File: src/rtl/fcs_pkg.sv
package fcs_pkg;

  localparam int ADDR_W = 3;
  localparam int ST_W   = 8;

  // status bit positions
  localparam int ST_PKT   = 7;
  localparam int ST_ALL   = 6;
  localparam int ST_OVF   = 5;
  localparam int ST_UNF   = 4;
  localparam int ST_NACK  = 3;
  localparam int ST_ARB   = 2;
  localparam int ST_TXREQ = 1;
  localparam int ST_RXREQ = 0;

  // flush bit positions in the control register (also generate index)
  localparam int FL_RX = 0;
  localparam int FL_TX = 1;

  typedef enum logic [ADDR_W-1:0] {
    A_CTRL  = 3'd0,
    A_LEVEL = 3'd1,
    A_STAT  = 3'd2,
    A_MASK  = 3'd3,
    A_TXD   = 3'd4,
    A_RXD   = 3'd5
  } reg_addr_e;

  function automatic int words_free(int depth, int level);
    return depth - level;
  endfunction

  function automatic logic tx_wants(int free_words, int trig);
    return free_words >= trig;
  endfunction

  function automatic logic rx_wants(int level, int trig);
    return level > trig;
  endfunction

endpackage

File: src/rtl/fcs_flush_ctl.sv
module fcs_flush_ctl (
  input  logic clk,
  input  logic rst_n,
  input  logic start_i,
  input  logic ack_i,
  output logic busy_o
);

  logic busy_q;

  always_ff @(posedge clk or negedge rst_n) begin
    if (!rst_n)       busy_q <= 1'b0;
    else if (start_i) busy_q <= 1'b1;
    else if (ack_i)   busy_q <= 1'b0;
  end

  assign busy_o = busy_q;

  // a pending flush survives any cycle without acknowledge
  a_r3_flush_held: assert property (@(posedge clk) disable iff (!rst_n)
    (busy_q && !ack_i) |=> busy_q);

  // acknowledge ends the flush unless a new one starts
  a_r3_flush_ends: assert property (@(posedge clk) disable iff (!rst_n)
    (busy_q && ack_i && !start_i) |=> !busy_q);

endmodule

File: src/rtl/fcs_data_port.sv
module fcs_data_port #(
  parameter int DEPTH  = 8,
  parameter int DATA_W = 32,
  parameter int CNT_W  = 4
) (
  input  logic              clk,
  input  logic              rst_n,
  input  logic              wr_tx_i,
  input  logic              rd_rx_i,
  input  logic [DATA_W-1:0] wdata_i,
  input  logic [CNT_W-1:0]  tx_level_i,
  input  logic [CNT_W-1:0]  rx_level_i,
  input  logic [DATA_W-1:0] rx_word_i,
  output logic              tx_push_o,
  output logic [DATA_W-1:0] tx_word_o,
  output logic              rx_pop_o,
  output logic [DATA_W-1:0] rd_word_o,
  output logic              ovf_ev_o,
  output logic              unf_ev_o
);

  localparam logic [CNT_W-1:0] FULL_LVL = CNT_W'(DEPTH);

  logic tx_full;
  logic rx_empty;

  assign tx_full  = (tx_level_i >= FULL_LVL);
  assign rx_empty = (rx_level_i == '0);

  assign tx_push_o = wr_tx_i & ~tx_full;
  assign ovf_ev_o  = wr_tx_i &  tx_full;
  assign tx_word_o = wdata_i;

  assign rx_pop_o  = rd_rx_i & ~rx_empty;
  assign unf_ev_o  = rd_rx_i &  rx_empty;
  assign rd_word_o = rx_empty ? '0 : rx_word_i;

  // a full transmit FIFO never receives a push
  a_r8_no_push_full: assert property (@(posedge clk) disable iff (!rst_n)
    (tx_level_i == FULL_LVL) |-> !tx_push_o);

  // an empty receive FIFO is never popped
  a_r9_no_pop_empty: assert property (@(posedge clk) disable iff (!rst_n)
    (rx_level_i == '0) |-> !rx_pop_o);

endmodule

File: src/rtl/fcs_evt_latch.sv
module fcs_evt_latch
  import fcs_pkg::*;
(
  input  logic            clk,
  input  logic            rst_n,
  input  logic [ST_W-1:0] ev_i,
  input  logic [ST_W-1:0] w1c_i,
  input  logic [ST_W-1:0] mask_i,
  output logic [ST_W-1:0] stat_o,
  output logic            irq_o
);

  logic [ST_W-1:0] stat_q;
  logic [ST_W-1:0] enable;

  always_ff @(posedge clk or negedge rst_n) begin
    if (!rst_n) stat_q <= '0;
    else        stat_q <= (stat_q & ~w1c_i) | ev_i;
  end

  always_comb begin
    enable         = mask_i;
    enable[ST_PKT] = 1'b1;
  end

  assign irq_o  = |(stat_q & enable);
  assign stat_o = stat_q;

  for (genvar b = 0; b < ST_W; b++) begin : g_bit_chk
    // an event sets its bit even against a clearing write
    a_r7_event_wins: assert property (@(posedge clk) disable iff (!rst_n)
      ev_i[b] |=> stat_q[b]);
    // a clearing write without an event empties the bit
    a_r6_w1c_clears: assert property (@(posedge clk) disable iff (!rst_n)
      (w1c_i[b] && !ev_i[b]) |=> !stat_q[b]);
  end

  // packet completion always reaches the interrupt
  a_r11_pkt_unmasked: assert property (@(posedge clk) disable iff (!rst_n)
    stat_q[ST_PKT] |-> irq_o);

endmodule

File: src/rtl/fifo_irq_ctrl.sv
module fifo_irq_ctrl
  import fcs_pkg::*;
#(
  parameter int DEPTH  = 8,
  parameter int DATA_W = 32,
  parameter int CNT_W  = $clog2(DEPTH + 1)
) (
  input  logic              clk,
  input  logic              rst_n,
  input  logic              reg_wr_i,
  input  logic              reg_rd_i,
  input  logic [ADDR_W-1:0] reg_addr_i,
  input  logic [DATA_W-1:0] reg_wdata_i,
  output logic [DATA_W-1:0] reg_rdata_o,
  input  logic [CNT_W-1:0]  tx_level_i,
  output logic              tx_push_o,
  output logic [DATA_W-1:0] tx_word_o,
  output logic              tx_flush_o,
  input  logic              tx_flush_ack_i,
  input  logic [CNT_W-1:0]  rx_level_i,
  output logic              rx_pop_o,
  input  logic [DATA_W-1:0] rx_word_i,
  output logic              rx_flush_o,
  input  logic              rx_flush_ack_i,
  input  logic              ev_pkt_done_i,
  input  logic              ev_all_done_i,
  input  logic              ev_nack_i,
  input  logic              ev_arb_lost_i,
  output logic              irq_o
);

  localparam int TRIG_W      = $clog2(DEPTH);
  localparam int RXTRIG_LSB  = 2;
  localparam int TXTRIG_LSB  = RXTRIG_LSB + TRIG_W;
  localparam int N_FIFO      = 2;

  // decoded strobes
  logic wr_ctrl, wr_stat, wr_mask, wr_txd, rd_rxd;

  assign wr_ctrl = reg_wr_i && (reg_addr_i == A_CTRL);
  assign wr_stat = reg_wr_i && (reg_addr_i == A_STAT);
  assign wr_mask = reg_wr_i && (reg_addr_i == A_MASK);
  assign wr_txd  = reg_wr_i && (reg_addr_i == A_TXD);
  assign rd_rxd  = reg_rd_i && (reg_addr_i == A_RXD);

  // configuration registers
  logic [TRIG_W-1:0] tx_trig_q, rx_trig_q;
  logic [ST_W-1:0]   mask_q;

  always_ff @(posedge clk or negedge rst_n) begin
    if (!rst_n) begin
      tx_trig_q <= '0;
      rx_trig_q <= '0;
      mask_q    <= '0;
    end else begin
      if (wr_ctrl) begin
        tx_trig_q <= reg_wdata_i[TXTRIG_LSB +: TRIG_W];
        rx_trig_q <= reg_wdata_i[RXTRIG_LSB +: TRIG_W];
      end
      if (wr_mask) mask_q <= reg_wdata_i[ST_W-1:0];
    end
  end

  // flush sequencing: index equals the control bit position
  logic [N_FIFO-1:0] fl_start, fl_ack, fl_busy;

  assign fl_ack[FL_RX] = rx_flush_ack_i;
  assign fl_ack[FL_TX] = tx_flush_ack_i;

  for (genvar k = 0; k < N_FIFO; k++) begin : g_flush
    assign fl_start[k] = wr_ctrl & reg_wdata_i[k];
    fcs_flush_ctl i_flush (
      .clk     (clk),
      .rst_n   (rst_n),
      .start_i (fl_start[k]),
      .ack_i   (fl_ack[k]),
      .busy_o  (fl_busy[k])
    );
  end

  assign tx_flush_o = fl_busy[FL_TX];
  assign rx_flush_o = fl_busy[FL_RX];

  // data ports
  logic              ovf_ev, unf_ev;
  logic [DATA_W-1:0] rx_rd_word;

  fcs_data_port #(
    .DEPTH  (DEPTH),
    .DATA_W (DATA_W),
    .CNT_W  (CNT_W)
  ) i_port (
    .clk        (clk),
    .rst_n      (rst_n),
    .wr_tx_i    (wr_txd),
    .rd_rx_i    (rd_rxd),
    .wdata_i    (reg_wdata_i),
    .tx_level_i (tx_level_i),
    .rx_level_i (rx_level_i),
    .rx_word_i  (rx_word_i),
    .tx_push_o  (tx_push_o),
    .tx_word_o  (tx_word_o),
    .rx_pop_o   (rx_pop_o),
    .rd_word_o  (rx_rd_word),
    .ovf_ev_o   (ovf_ev),
    .unf_ev_o   (unf_ev)
  );

  // threshold comparison
  logic [CNT_W-1:0] tx_free;
  logic             tx_req, rx_req;

  assign tx_free = CNT_W'(words_free(DEPTH, int'(tx_level_i)));
  assign tx_req  = tx_wants(int'(tx_free), int'(tx_trig_q));
  assign rx_req  = rx_wants(int'(rx_level_i), int'(rx_trig_q));

  // event collection
  logic [ST_W-1:0] events, w1c, stat;

  always_comb begin
    events           = '0;
    events[ST_PKT]   = ev_pkt_done_i;
    events[ST_ALL]   = ev_all_done_i;
    events[ST_OVF]   = ovf_ev;
    events[ST_UNF]   = unf_ev;
    events[ST_NACK]  = ev_nack_i;
    events[ST_ARB]   = ev_arb_lost_i;
    events[ST_TXREQ] = tx_req;
    events[ST_RXREQ] = rx_req;
  end

  assign w1c = wr_stat ? reg_wdata_i[ST_W-1:0] : '0;

  fcs_evt_latch i_evt (
    .clk    (clk),
    .rst_n  (rst_n),
    .ev_i   (events),
    .w1c_i  (w1c),
    .mask_i (mask_q),
    .stat_o (stat),
    .irq_o  (irq_o)
  );

  // read mux
  always_comb begin
    reg_rdata_o = '0;
    case (reg_addr_i)
      A_CTRL: begin
        reg_rdata_o[TXTRIG_LSB +: TRIG_W] = tx_trig_q;
        reg_rdata_o[RXTRIG_LSB +: TRIG_W] = rx_trig_q;
        reg_rdata_o[FL_TX]                = fl_busy[FL_TX];
        reg_rdata_o[FL_RX]                = fl_busy[FL_RX];
      end
      A_LEVEL: begin
        reg_rdata_o[CNT_W +: CNT_W] = tx_free;
        reg_rdata_o[0 +: CNT_W]     = rx_level_i;
      end
      A_STAT:  reg_rdata_o[ST_W-1:0] = stat;
      A_MASK:  reg_rdata_o[ST_W-1:0] = mask_q;
      A_RXD:   reg_rdata_o = rx_rd_word;
      default: reg_rdata_o = '0;
    endcase
  end

  // a held transmit request shows in status one edge later
  a_r5_txreq_latched: assert property (@(posedge clk) disable iff (!rst_n)
    tx_req |=> stat[ST_TXREQ]);

endmodule

File: config.mk
export PLATFORM = sky130hd
export DESIGN_NAME = fifo_irq_ctrl
export DESIGN_NICKNAME = d
export VERILOG_FILES = /design/src/rtl/fcs_pkg.sv /design/src/rtl/fcs_flush_ctl.sv /design/src/rtl/fcs_data_port.sv /design/src/rtl/fcs_evt_latch.sv /design/src/rtl/fifo_irq_ctrl.sv
export SDC_FILE = /design/constraint.sdc
export NUM_CORES = 1
export LEC_CHECK = 0
export BUFFER_PORTS_ARGS = -buffer_cell sky130_fd_sc_hd__buf_4
export CAP_MARGIN = 10
export CORE_ASPECT_RATIO = 0.75
export CORE_UTILIZATION = 40
export CTS_CLUSTER_DIAMETER = 100
export DETAILED_ROUTE_END_ITERATION = 10
export HOLD_SLACK_MARGIN = 0.08
export PLACE_DENSITY = 0.78
export SYNTH_ARGS = -nofsm -noshare
export SYNTH_HDL_FRONTEND = slang
export SYNTH_SLANG_ARGS = --single-unit
File: constraint.sdc
create_clock -name clk -period 2.1 [get_ports clk]
set_input_delay 0.42 -clock clk [delete_from_list [all_inputs] [get_ports clk]]
set_output_delay 0.42 -clock clk [all_outputs]
set_load 0.02 [all_outputs]
==> qor.txt, run 1 <==
Mean Syn Cell Area -> 9.44 um2
Cell variety after synth -> 36
Initial Util -> 0.431
CP max FO -> 2
Main synth FF type -> dfrtp_1
Syn nets -> 303
Initial antenna violation count -> 0
Post-route ant nets -> 0
Clock slew at reported path FFs -> 90 ps
Commonest non-fill, non-tap cell in the layout -> buf_4
Worst slew pin tran -> 505 ps
Final Cycle Share -> 0.976
Final cell count without fillers -> 340
Rows -> 21
VDD IR-drop max -> 0.532 mV
Final wirelength -> 5390 um
Initial DRC Count -> 44
Routed WL per cell -> 15.9 um
Post-Syn Instances -> 211
# fillers -> 419
Status -> finished, final reports clean
Slew headroom -> 0.662
Pre-antenna DRT Iters -> 4
Max-cap viol count -> 0
Warning count from the yosys run -> 0
Clk sinks -> 24
Crit. End Element -> primary output
Detail Placement HPWL -> 4400 um
I/O Buffers -> 105
Sequential area share after synthesis -> 0.302
Vias/cell -> 5.21
Die width -> 83.5 um
Depth of the CTS H-tree -> 1
Cells after DPL -> 334
Worst hold path type -> input pin to register
Asr flop ratio synth -> 1.00
Final setup TNS -> 0 ps
DRC violations left -> 0
CP startpoint kind -> input pin
Max Fclk -> 488 MHz
EDFF count, synth -> 0
Final WS setup -> 49.5 ps
Setup violators final -> 0
Antenna cell count -> 0
Worst-case reg-to-reg path depth -> 6
Cell Area, Synth -> 1990 um2
Clock Skew -> 7.40 ps
R2R Setup Slk -> 730 ps
Die height -> 63.1 um
CTS tree -> yes
Layout cells sized above 1 -> 0.491
Most frequent cells in the layout -> buf_4 (111), and3_1 (25), dfrtp_1 (24), nand2_1 (21), inv_1 (16)
Nets -> 376
Hold Fails Final Rpt -> 0
Congestion Overflow GR -> 0
Clock buffer depth -> 2
Crit Path Class -> input pin to primary output
Min Tclk post-route -> 2050 ps
Clk root buf -> clkbuf_8
Critical path arrival -> 1630 ps
Synth-to-Final Area Change -> 32.9%
Vias -> 1770
Core Footprint -> 4620 um2
Hold Path Stages -> 2
Largest net degree at the start of global routing -> 47
Final slew viol count -> 0
All-layer global routing usage -> 0.200
Vias in the first global route -> 1695
Pre-CTS WS -> 10.8 ps
First-pass GRT wire length -> 8360 um
P_leak -> 1.38 nW
Clock Latency Late Sink -> 270 ps
IO Pins -> 154
Total CTS buffers -> 3
Yosys reg bits -> 24
Critical path required time -> 1680 ps
GP Congestion -> 0.904
Die area -> 5270 um2
Power Density -> 566 nW/um2
## logic make-up after synthesis
family | count (synthesis) | share of synthesized area
mux | 18 | 0.143
flops | 24 | 0.302
compound gates | 33 | 0.101
fa+ha+maj | 7 | 0.0440
simple gates | 67 | 0.204
xor+xnor | 2 | 0.00880
buf+inv | 60 | 0.198
## cell usage after synthesis, types with 4 or more instances
library cell	count	area, um2
a21o_1	5	37.5
a21oi_1	7	35.0
and3_1	25	156
buf_4	33	248
buf_6	6	67.6
dfrtp_1	24	601
ha_1	7	87.6
inv_1	16	60.1
mux2_2	12	135
mux4_1	4	105
nand2_1	21	78.8
nand3_1	9	45.0
o21ai_0	7	35.0
o21ai_1	7	35.0
## metal layers
layer	up-vias	global-route usage	wire, um
li1	848	-	-
met1	835	0.246	2250
met2	81	0.366	2720
met3	6	0.0459	395
met4	0	0.0318	34
met5	-	0	0
## final cells by class
type,instances,area [um2],share of cell area
Multi-Input combinational cell,127,1000,0.378
Tap cell,57,71.3,0.0269
Clock inverter,1,30.0,0.0113
Sequential cell,24,601,0.227
Clock buffer,3,41.3,0.0156
Timing Repair Buffer,112,843,0.319
Inverter,16,60.1,0.0227
## path summary, 6_finish.rpt
kind	end	start
worst min-delay path	g_flush[0].i_flush.busy_o$_DFFE_PN0P_	rx_flush_ack_i
min in group asynchronous	i_evt.stat_o[0]$_DFF_PN0_	rst_n
worst min register to register	mask_q[7]$_DFFE_PN0P_	mask_q[7]$_DFFE_PN0P_
max in group asynchronous	rx_trig_q[2]$_DFFE_PN0N_	rst_n
worst max register to register	i_evt.stat_o[0]$_DFF_PN0_	rx_trig_q[1]$_DFFE_PN0N_
worst max-delay path	reg_rdata_o[5]	tx_level_i[0]
## power by group
| group | switching, W | internal [W] |
|---|---|---|
| logic | 0.000238 | 0.000272 |
| clock network | 0.000152 | 0.000255 |
| registers | 0.0000517 | 0.000530 |
| total | 0.000442 | 0.00106 |
## worst max-delay path: stages
cell,delay (ps)
buf_4,110
inv_1,80
ha_1,250
mux4_2,460
inv_1,60
o21ai_0,70
buf_4,180
## metrics by stage
step / total power (W) / hold WS, ps / utilization / cell area, um2
6_report: 0.00150 / 302 / 0.573 / 2650
5_1_grt: 0.00159 / 299 / 0.573 / 2650
4_1_cts: 0.00150 / 299 / 0.570 / 2640
3_5_place_dp: 0.00109 / 338 / 0.552 / 2550
3_3_place_gp: 0.00107 / 336 / 0.552 / 2550
2_1_floorplan: 0.000943 / 124 / - / 1990
## state kept, by name, indices dropped and copies added (netlist names)
register                count
tx_trig_q                   3
g_flush.i_flush.busy_o      2
i_evt.stat_o                8
rx_trig_q                   3
mask_q                      8
## what timing repair did
item                       4_1_cts  5_1_grt
hold buffers                     1        0
setup buffers                    0        1
hold endpoints to repair        24        0
setup endpoints to repair        0        2
gates resized for setup          0        3
Note: power is estimated with default switching activity, not from simulation.
==> run 2: changes to the inputs <==
--- a/config.mk
+++ b/config.mk
@@ -13,6 +13,7 @@
 export DETAILED_ROUTE_END_ITERATION = 10
 export HOLD_SLACK_MARGIN = 0.08
 export PLACE_DENSITY = 0.78
+export RECOVER_POWER = 100
 export SYNTH_ARGS = -nofsm -noshare
 export SYNTH_HDL_FRONTEND = slang
 export SYNTH_SLANG_ARGS = --single-unit
==> qor.txt, run 2 (synthesis results as in run 1) <==
Status -> finished, final reports clean
Max-cap viol count -> 0 (unchanged)
Max Fclk -> 489 MHz (+0.21%)
Layout cells sized above 1 -> 0.438 (-0.0530)
GP Congestion -> 0.904 (unchanged)
Clock slew at reported path FFs -> 90 ps (about the same)
Initial Util -> 0.431 (unchanged)
Initial DRC Count -> 42 (-4.5%)
Synth-to-Final Area Change -> 25.9%
Core Footprint -> 4620 um2 (unchanged)
Die area -> 5270 um2 (unchanged)
All-layer global routing usage -> 0.200 (unchanged)
Depth of the CTS H-tree -> 1 (unchanged)
CP startpoint kind -> register
Most frequent cells in the layout -> buf_4 (72), and3_1 (25), dfrtp_1 (24), buf_2 (22), nand2_1 (21)
Die height -> 63.1 um (unchanged)
Pre-antenna DRT Iters -> 4 (unchanged)
Vias in the first global route -> 1695 (unchanged)
Min Tclk post-route -> 2050 ps (-4.38 ps)
Final wirelength -> 5380 um (-0.35%)
Antenna cell count -> 0 (unchanged)
Die width -> 83.5 um (unchanged)
Finished layout cell area -> 2510 um2 (-5.2%)
Detail Placement HPWL -> 4400 um (unchanged)
Clock buffer depth -> 2 (unchanged)
First-pass GRT wire length -> 8360 um (unchanged)
Post-route ant nets -> 0 (unchanged)
Hold Fails Final Rpt -> 0 (unchanged)
Vias -> 1790 (+1.1%)
Crit. End Element -> primary output
Vias/cell -> 5.26 (+1.1%)
Critical path arrival -> 1630 ps (about the same)
Routed WL per cell -> 15.8 um (-0.35%)
Crit Path Class -> register to primary output
DRC violations left -> 0 (unchanged)
Clk sinks -> 24 (unchanged)
Clk root buf -> clkbuf_8
Worst hold path type -> input pin to register
I/O Buffers -> 105 (unchanged)
Pwr Total -> 0.00147 W (-1.9%)
Nets -> 376 (unchanged)
Worst slew pin tran -> 1330 ps (+826 ps)
P_leak -> 1.31 nW (-4.9%)
Setup violators final -> 0 (unchanged)
Hold Path Stages -> 2 (unchanged)
Congestion Overflow GR -> 0 (unchanged)
Final slew viol count -> 0 (unchanged)
IO Pins -> 154 (unchanged)
Initial antenna violation count -> 0 (unchanged)
CP max FO -> 2 (unchanged)
Commonest non-fill, non-tap cell in the layout -> buf_4
Clock Latency Late Sink -> 270 ps (about the same)
Final Cycle Share -> 0.974 (-0.00209)
VDD IR-drop max -> 0.525 mV (-1.4%)
Worst-case reg-to-reg path depth -> 6 (unchanged)
DP Area -> 2550 um2 (unchanged)
Critical path required time -> 1680 ps (about the same)
Largest net degree at the start of global routing -> 47 (unchanged)
Power Density -> 586 nW/um2 (+3.6%)
Rows -> 21 (unchanged)
CTS tree -> yes
Total CTS buffers -> 3 (unchanged)
Slew headroom -> 0.113 (-0.549)
Clock Skew -> 6.96 ps (-0.444 ps)
==> run 2: report_power, final <==
| group | switching, W | leakage (nW) | internal (W) | total, W |
|---|---|---|---|---|
| registers | 0.0000519 | 0.275 | 0.000530 | 0.000582 |
| clock network | 0.000153 | 0.0357 | 0.000255 | 0.000407 |
| logic | 0.000234 | 1.00 | 0.000247 | 0.000481 |
==> run 2: per-stage QoR <==
stage               utilization  setup WS (ps)  cells  TNS [ps]  hold slack, ps
global placement          0.552           38.4    334         0             336
floorplan                     -            196    211         0             124
detailed placement        0.552           10.8    334         0             338
global route              0.542          -24.9    340     -24.9             316
CTS                       0.570           10.7    339         0             299
finish                    0.542           53.8    340         0             319
==> run 2: worst max-delay path, stage by stage (launching register included) <==
cell     delay, ps
dfrtp_1        380
mux2_2         260
a221o_1        340
a21oi_2        140
a21oi_1         60
buf_4          180
==> run 2: final timing paths <==
path / startpoint / endpoint / slack (ps)
setup / recovery: mask_q[7]$_DFFE_PN0P_ / reg_rdata_o[7] / 50
hold / removal: ev_all_done_i / i_evt.stat_o[6]$_DFF_PN0_ / 320
setup reg to reg: rx_trig_q[1]$_DFFE_PN0N_ / i_evt.stat_o[0]$_DFF_PN0_ / 710
hold reg to reg: mask_q[7]$_DFFE_PN0P_ / mask_q[7]$_DFFE_PN0P_ / 520
max in group asynchronous: rst_n / mask_q[1]$_DFFE_PN0P_ / 350
min in group asynchronous: rst_n / i_evt.stat_o[0]$_DFF_PN0_ / 970
==> run 2: final cells by class <==
| cell class | instances | area (um2) |
|---|---|---|
| well taps | 57 | 71.3 |
| clock inverters | 1 | 30.0 |
| fillers | 459 | 2120 |
| repair buffers | 112 | 731 |
| flip-flops and latches | 24 | 601 |
| inverters | 16 | 60.1 |
| multi-input cells | 127 | 975 |
| clock buffers | 3 | 41.3 |
==> run 2: timing repair <==
item                                   4_1_cts  5_1_grt
hold buffers                                 1        0
setup endpoints to repair                    0        2
endpoints found under the hold margin       24        0
resized for setup                            0        3
setup buffers                                0        1
==> run 2: layer usage <==
layer,wire [um],track usage,vias to the layer above
met4,34,0.0318,0
li1,-,-,850
met3,414,0.0459,6
met5,0,0,-
met1,2240,0.246,841
met2,2680,0.366,93
==> run 3: changes to the inputs <==
--- a/config.mk
+++ b/config.mk
@@ -12,7 +12,7 @@
 export CTS_CLUSTER_DIAMETER = 100
 export DETAILED_ROUTE_END_ITERATION = 10
 export HOLD_SLACK_MARGIN = 0.08
-export PLACE_DENSITY = 0.78
+export PLACE_DENSITY_LB_ADDON = 0.12
 export RECOVER_POWER = 100
 export SYNTH_ARGS = -nofsm -noshare
 export SYNTH_HDL_FRONTEND = slang
==> qor.txt, run 3 (synthesis results as in run 1) <==
Pre-CTS WS -> -20.9 ps (-31.7 ps)
Min Tclk post-route -> 2050 ps (-0.787 ps)
Clock Latency Late Sink -> 260 ps (about the same)
RSZ-0062 raised after global routing -> true
Core Util, Final -> 0.552 (+0.00920)
Depth of the CTS H-tree -> 1 (unchanged)
Rows -> 21 (unchanged)
Final wirelength -> 5710 um (+6.2%)
Vias in the first global route -> 1601 (-5.5%)
Layout cells sized above 1 -> 0.456 (+0.0177)
Slew headroom -> 0.115 (+0.00202)
Initial DRC Count -> 78 (+86%)
Total CTS buffers -> 3 (unchanged)
Clk sinks -> 24 (unchanged)
Worst hold margin -> 319 ps (+0.194 ps)
DRC violations left -> 0 (unchanged)
CTS tree -> yes
Max Fclk -> 489 MHz (about the same)
Pre-antenna DRT Iters -> 4 (unchanged)
VDD IR-drop max -> 0.332 mV (-37%)
Congestion Overflow GR -> 0 (unchanged)
Crit Path Class -> input pin to primary output
Die height -> 63.1 um (unchanged)
Largest net degree at the start of global routing -> 34 (-28%)
R2R Setup Slk -> 790 ps (+80 ps)
Worst slew pin tran -> 1330 ps (-3.03 ps)
Final Cycle Share -> 0.974 (about the same)
Critical path required time -> 1680 ps (about the same)
Worst-case reg-to-reg path depth -> 5 (-1)
Clk root buf -> clkbuf_8
Hold endpoint -> g_flush[1].i_flush.busy_o$_DFFE_PN0P_
Max-cap viol count -> 0 (unchanged)
Initial Util -> 0.431 (unchanged)
Initial antenna violation count -> 0 (unchanged)
Final WS setup -> 54.6 ps (+0.787 ps)
Status -> finished, final reports clean
HP Start -> tx_flush_ack_i
Vias -> 1751 (-2.2%)
Most frequent cells in the layout -> buf_4 (67), and3_1 (25), clkbuf_2 (25), dfrtp_1 (24), nand2_1 (21)
Post-route ant nets -> 0 (unchanged)
Final setup TNS -> 0 ps (unchanged)
Hold Fails Final Rpt -> 0 (unchanged)
Nets -> 376 (unchanged)
Die area -> 5270 um2 (unchanged)
Clock Skew -> 4.07 ps (-2.88 ps)
Hold Path Stages -> 2 (unchanged)
R2r startpoint -> tx_trig_q[0]$_DFFE_PN0N_
I/O Buffers -> 105 (unchanged)
All-layer global routing usage -> 0.208 (+0.00773)
Routed WL per cell -> 16.8 um (+6.2%)
Die width -> 83.5 um (unchanged)
Detail Placement HPWL -> 4560 um (+3.7%)
P_leak -> 1.32 nW (+0.23%)
Vias/cell -> 5.15 (-2.2%)
Final slew viol count -> 0 (unchanged)
IO Pins -> 154 (unchanged)
Commonest non-fill, non-tap cell in the layout -> buf_4
Reg-to-Reg End -> i_evt.stat_o[1]$_DFF_PN0_
Synth-to-Final Area Change -> 28.1%
Power Density -> 544 nW/um2 (-7.3%)
Setup violators final -> 0 (unchanged)
Antenna cell count -> 0 (unchanged)
Pwr Total -> 0.00139 W (-5.7%)
Clock buffer depth -> 2 (unchanged)
Crit. End Element -> primary output
CP startpoint kind -> input pin
Critical path arrival -> 1630 ps (about the same)
Core Footprint -> 4620 um2 (unchanged)
Clock slew at reported path FFs -> 80 ps (about the same)
First-pass GRT wire length -> 8690 um (+4.0%)
# fillers -> 464 (+1.1%)
CP max FO -> 3 (+1)
GP Congestion -> 0.804 (-11%)
Worst hold path type -> input pin to register
Worst Setup SP -> tx_level_i[0]
[run 3: how the worst max path moves through the flow]
stage | end | slack, ps
finish | reg_rdata_o[5] | 50
global route | reg_rdata_o[7] | -40
CTS | reg_rdata_o[6] | 20
detailed placement | reg_rdata_o[6] | -20
global placement | reg_rdata_o[5] | 40
floorplan | reg_rdata_o[5] | 200
[run 3: final cells by class]
| type | instances | area (um2) | share of cell area |
|---|---|---|---|
| timing repair buffer | 111 | 728 | 0.285 |
| multi-input combinational | 128 | 1040 | 0.406 |
| tap | 57 | 71.3 | 0.0280 |
| clock buffer | 4 | 55.1 | 0.0216 |
| sequential | 24 | 601 | 0.235 |
| inverter | 16 | 60.1 | 0.0235 |
[run 3: timing repair]
item,CTS,global route
hold buffers,1,0
hold endpoints to repair,24,0
gates cloned,0,1
setup buffers,0,0
resized for setup,2,5
setup endpoints to repair,2,10
[run 3: worst max-delay path, cell delays in order]
cell     delay, ps
buf_4          120
inv_1          110
ha_4           220
mux4_2         460
inv_1           60
o21ai_0         70
buf_4          170
[run 3: per-stage QoR]
stage          cells  instance area, um2
2_1_floorplan    211                1990
3_3_place_gp     334                2570
3_5_place_dp     334                2570
4_1_cts          339                2630
5_1_grt          340                2550
6_report         340                2550
[run 3: power by group]
| group | leakage, nW | switching, W | internal (W) |
|---|---|---|---|
| Clock | 0.0288 | 0.000142 | 0.000167 |
| Combinational | 1.01 | 0.000239 | 0.000255 |
| Sequential | 0.275 | 0.0000534 | 0.000530 |
| Total | 1.32 | 0.000435 | 0.000952 |
[run 3: routing by layer]
| metal | part of all wire | vias to the layer above | GRT usage | routed length (um) |
|---|---|---|---|---|
| met5 | 0 | - | 0 | 0 |
| met4 | 0.0084 | 0 | 0.0360 | 48 |
| met3 | 0.073 | 11 | 0.0419 | 414 |
| met2 | 0.45 | 78 | 0.320 | 2590 |
| met1 | 0.46 | 811 | 0.306 | 2650 |
| li1 | - | 851 | - | - |
